--- src/rtl/fifo_rt_pkg.sv ---
package fifo_rt_pkg;
  typedef enum logic {
    MODE_STD  = 1'b0,
    MODE_FWFT = 1'b1
  } rd_mode_e;

  localparam int unsigned RT_MIN_WORDS = 2;
endpackage

--- src/rtl/rt_guard.sv ---
module rt_guard #(
  parameter int unsigned DEPTH = 16,
  parameter int unsigned PTR_W = 5
) (
  input  logic             req_i,
  input  logic             busy_i,
  input  logic [PTR_W-1:0] wr_cnt_i,
  output logic             accept_o
);
  import fifo_rt_pkg::*;

  localparam logic [PTR_W-1:0] LoLim = PTR_W'(RT_MIN_WORDS);
  localparam logic [PTR_W-1:0] HiLim = PTR_W'(DEPTH - 2);

  // location 0 must still hold the first word and full must stay off
  assign accept_o = req_i && !busy_i && (wr_cnt_i >= LoLim) && (wr_cnt_i <= HiLim);
endmodule

--- src/rtl/rt_occ.sv ---
module rt_occ #(
  parameter int unsigned PTR_W = 5
) (
  input  logic [PTR_W-1:0] wr_cnt_i,
  input  logic [PTR_W-1:0] rd_ptr_i,
  output logic             avail_o
);
  assign avail_o = (wr_cnt_i != rd_ptr_i);
endmodule

--- src/rtl/rt_rdstate.sv ---
module rt_rdstate
  import fifo_rt_pkg::*;
#(
  parameter int unsigned PTR_W = 5
) (
  input  logic             clk_i,
  input  logic             rst_ni,
  input  rd_mode_e         mode_i,
  input  logic             accept_i,
  input  logic             rd_en_i,
  input  logic             avail_i,
  output logic [PTR_W-1:0] ptr_o,
  output logic             vld_o,
  output logic             busy_o
);
  logic [PTR_W-1:0] ptr_q, ptr_d;
  logic             vld_q, vld_d;
  logic             busy_q, busy_d;

  always_comb begin
    ptr_d  = ptr_q;
    vld_d  = vld_q;
    busy_d = busy_q;
    if (accept_i) begin
      // rewind wins over any read in the same cycle
      ptr_d  = '0;
      vld_d  = 1'b0;
      busy_d = 1'b1;
    end else if (mode_i == MODE_STD) begin
      vld_d = 1'b0;
      if (busy_q) busy_d = 1'b0;
      else if (rd_en_i && avail_i) ptr_d = ptr_q + 1'b1;
    end else begin
      if (busy_q) begin
        // setup ends when word 0 is presented again
        if (avail_i) begin
          ptr_d  = ptr_q + 1'b1;
          vld_d  = 1'b1;
          busy_d = 1'b0;
        end
      end else if ((!vld_q || rd_en_i) && avail_i) begin
        ptr_d = ptr_q + 1'b1;
        vld_d = 1'b1;
      end else if (rd_en_i) begin
        vld_d = 1'b0;
      end
    end
  end

  always_ff @(posedge clk_i or negedge rst_ni) begin
    if (!rst_ni) begin
      ptr_q  <= '0;
      vld_q  <= 1'b0;
      busy_q <= 1'b0;
    end else begin
      ptr_q  <= ptr_d;
      vld_q  <= vld_d;
      busy_q <= busy_d;
    end
  end

  assign ptr_o  = ptr_q;
  assign vld_o  = vld_q;
  assign busy_o = busy_q;
endmodule

--- src/rtl/fifo_rt_ctrl.sv ---
module fifo_rt_ctrl #(
  parameter int unsigned DEPTH = 16,
  parameter int unsigned PTR_W = $clog2(DEPTH + 2)
) (
  input  logic             clk_i,
  input  logic             rst_ni,
  input  logic             rt_req_i,
  input  logic             rd_en_i,
  input  logic             mode_i,
  input  logic [PTR_W-1:0] wr_cnt_i,
  output logic [PTR_W-1:0] rd_ptr_o,
  output logic             out_ready_o,
  output logic             rt_busy_o
);
  import fifo_rt_pkg::*;

  rd_mode_e         mode;
  logic             accept, avail, vld, busy;
  logic [PTR_W-1:0] ptr;

  assign mode = rd_mode_e'(mode_i);

  rt_guard #(.DEPTH(DEPTH), .PTR_W(PTR_W)) i_guard (
    .req_i    (rt_req_i),
    .busy_i   (busy),
    .wr_cnt_i (wr_cnt_i),
    .accept_o (accept)
  );

  rt_occ #(.PTR_W(PTR_W)) i_occ (
    .wr_cnt_i (wr_cnt_i),
    .rd_ptr_i (ptr),
    .avail_o  (avail)
  );

  rt_rdstate #(.PTR_W(PTR_W)) i_state (
    .clk_i    (clk_i),
    .rst_ni   (rst_ni),
    .mode_i   (mode),
    .accept_i (accept),
    .rd_en_i  (rd_en_i),
    .avail_i  (avail),
    .ptr_o    (ptr),
    .vld_o    (vld),
    .busy_o   (busy)
  );

  assign rd_ptr_o    = ptr;
  assign rt_busy_o   = busy;
  assign out_ready_o = (mode == MODE_FWFT) ? vld : avail;
endmodule

--- config.mk ---
export PLATFORM = sky130hd
export DESIGN_NAME = fifo_rt_ctrl
export DESIGN_NICKNAME = d
export VERILOG_FILES = /design/src/rtl/fifo_rt_pkg.sv /design/src/rtl/rt_guard.sv /design/src/rtl/rt_occ.sv /design/src/rtl/rt_rdstate.sv /design/src/rtl/fifo_rt_ctrl.sv
export SDC_FILE = /design/constraint.sdc
export NUM_CORES = 1
export LEC_CHECK = 0
export BUFFER_PORTS_ARGS = -buffer_cell sky130_fd_sc_hd__clkbuf_2
export CAP_MARGIN = 15
export CORE_MARGIN = 1.5
export CORE_UTILIZATION = 35
export CTS_CLUSTER_DIAMETER = 120
export DETAILED_ROUTE_END_ITERATION = 10
export PLACE_DENSITY_LB_ADDON = 0.12
export RECOVER_POWER = 100
export SLEW_MARGIN = 20
export SYNTH_ARGS = -nofsm -noshare
export SYNTH_HDL_FRONTEND = slang
export SYNTH_SLANG_ARGS = --single-unit
--- constraint.sdc ---
create_clock -name clk_i -period 1.9 [get_ports clk_i]
set_clock_uncertainty 0.05 [all_clocks]
set_input_delay 0.38 -clock clk_i [delete_from_list [all_inputs] [get_ports clk_i]]
set_output_delay 0.38 -clock clk_i [all_outputs]
set_load 0.1 [all_outputs]
==> results_dict.tcl <==
set metrics [dict create \
    status "complete, but fails checks" \
    violations "setup timing" \
    multi_input_area_um2 330.3 \
    hold_depth 3 \
    fin_total_pwr_w 0.001031 \
    antenna_cells 0 \
    peakVddDrop_v 0.0008291 \
    layout_commonest_cell "clkbuf_2" \
    portBuffers 16 \
    period_share_pct 105.6 \
    syn_avg_cell_area_um2 9.200 \
    maxSlewViolCount 0 \
    post_cts_buffers 0 \
    min_path_type "primary input to flip-flop" \
    vias 472 \
    synth_cell_types 22 \
    gp_congestion 0.6876 \
    cp.arrival_ns 1.58 \
    drive_gt1_share_pct 53.95 \
    synthTopCellsByArea "dfrtp_1 37%, xnor2_1 9.3%, a21oi_1 5.3%" \
    clock_path_buffers 2 \
    cp-start-kind "flip-flop" \
    synthesis.nets 62 \
    cts_tree "done" \
    critical_path_class "flip-flop to output port" \
    timing.rr.end "i_state.vld_o" \
    die_w_um 39.62 \
    die_area_um2 1569 \
    worstMarginPinSlew_ns 0.5424 \
    clock.fmax_ghz 0.4984 \
    hold_start "mode_i" \
    drc 0 \
    crit_slowest_cell "dfrtp_4" \
    grt_pass1_wl_um 1759 \
    synth_cells 51 \
    drt_wl_total_um 1098 \
    via_per_inst 5.187 \
    track_usage_pct 17.38 \
    rsz0062_at_grt "true" \
    dr.first_iter.drc_count 14 \
    firstDrtPassIters 3 \
    critPathLaunch "i_state.ptr_o[3]" \
    dp_slack_ns 0.05332 \
    power_density_nw_per_um2 1426 \
    async_flop_share_pct 100.0 \
    crit_buf_inv 1 \
    setup_tns_ns -0.1066 \
    grt-ovfl-total 0 \
    grt_pass1_vias 396 \
    seq_area_um2 195.2 \
    setup_viol 1 \
    yosys_warnings 0 \
    start_util_pct 36.98 \
    path_max_fanout 5 \
    critPathTopFamily "flip-flops" \
    clkLatencyLatePin_ns 0.25 \
    leakage_nw 0.3100 \
    critical_path.max_stage_delay_ns 0.51 \
    cts_root_buf "clkbuf_4" \
    yosysTopAreaCell "dfrtp_1" \
    end_kind "output port" \
    setup_ws_ns -0.1066 \
    nets 88 \
    cap_viol_max_count 0 \
    fill_cells 133 \
    place_hpwl_um 926.6 \
    required_ns 1.47 \
    num_rows 13 \
    core_um2 1269 \
    antenna_found_initial 0 \
    hold_violations 0 \
    netlist_area_um2 469.2 \
    die_h_um 39.62 \
    relSlewSlack_pct 63.99 \
    rrSetupSlack_ns 0.23 \
    htreeDepth 1 \
    synth_seq_cells 7 \
    ant_nets 0 \
    cts_inserted_buffers 3 \
    layout_min_cycle_time_ns 2.007 \
    syn_to_final_growth_pct 54.13 \
    mostFrequentLayoutCells "14 x clkbuf_2, 5 x inv_1, 5 x dfrtp_4" \
    holdPathEnd "i_state.vld_o" \
    rr_startpoint "i_state.ptr_o[3]" \
    crit_path_cell_trace "xnor2_4, nand3_2, or2_1, nor2_2, a21oi_4, buf_12" \
    yosysTopAreaCellShare_pct 37.33 \
    grt_max_degree 10 \
    pin_count 17 \
    cts_sinks 7 \
    synth_edf_count 0 \
    synth_ff_type "dfrtp_1" \
    ys_seq_area_share_pct 37.33 \
    reg2reg_depth 5 \
    clk_pin_slew_ns 0.05 \
    wl_per_cell_um 12.07 \
]
repair_timing:
action                                  in CTS  in global routing
gates resized for setup                      5                  1
endpoints found under the hold margin        7                  0
endpoints found under the setup margin       1                  1
hold buffers                                 1                  0
pin swaps                                    0                  0
flip-flops by register name (all words and copies together) (netlist names):
signal and flops:
i_state.vld_o 1, i_state.ptr_o 5, i_state.busy_o 1
per-layer routing:
layer | GRT usage [%] | share of wire, %
met5 | 0 | 0
met4 | 7.759 | 1.3
met2 | 26.23 | 48
met1 | 23.59 | 46
met3 | 3.409 | 4.2
where the power goes:
group          total [W]  switching (W)  leakage, nW  internal [W]
Clock           0.000131      0.0000509       0.0150     0.0000799
Combinational   0.000619       0.000432        0.213      0.000187
Sequential      0.000281      0.0000676       0.0816      0.000214
Total            0.00103       0.000550        0.310      0.000480
per-stage QoR:
| step | area [µm²] | cells | util (%) | hold slack, ns |
|---|---|---|---|---|
| after floorplan | 508.0 | 51 | - | 0.03441 |
| after global placement | 651.9 | 86 | 51.38 | 0.1809 |
| after detailed placement | 651.9 | 86 | 51.38 | 0.1788 |
| after CTS | 720.7 | 91 | 56.80 | 0.4018 |
| after global routing | 723.2 | 91 | 57.00 | 0.4235 |
| final | 723.2 | 91 | 57.00 | 0.4103 |
cell type report:
| cell class | instances | share of cell area (%) |
|---|---|---|
| flip-flops and latches | 7 | 26.99 |
| well taps | 15 | 2.595 |
| repair buffers | 21 | 18.51 |
| inverters | 5 | 2.595 |
| multi-input cells | 39 | 45.67 |
| clock buffers | 4 | 3.633 |
worst max-delay path by stage:
stage	to	slack, ns	cells past startpoint
after detailed placement	out_ready_o	0.05	7
final	out_ready_o	-0.11	6
after global routing	out_ready_o	-0.18	6
after CTS	out_ready_o	-0.12	6
after global placement	out_ready_o	0.05	7
after floorplan	out_ready_o	-0.15	5
Yosys cell counts, drive strengths merged (3+ instances only):
cell type / n
xnor2: 5
nand2: 3
or3: 4
o21ai: 5
nor2: 3
a21oi: 6
dfrtp: 7
nand3: 4
inv: 5
worst reg2reg max path: cells and delay by family (launching register included):
| kind | cells | cell delay, ns |
|---|---|---|
| and+or+nand+nor | 2 | 0.48 |
| DFF | 1 | 0.51 |
| AOI/OAI and AO/OA | 1 | 0.24 |
| buffers and inverters | 1 | 0.14 |
| xor gates and xnor gates | 1 | 0.15 |
kinds of logic after synthesis:
kind of cell / Yosys count / synth area share, %
simple gates: 17 / 20.27
compound gates: 15 / 24.53
flops: 7 / 37.33
xor+xnor: 6 / 11.20
buf+inv: 5 / 4.000
fa+ha+maj: 1 / 2.666
Power figures use the tool's default switching activity.
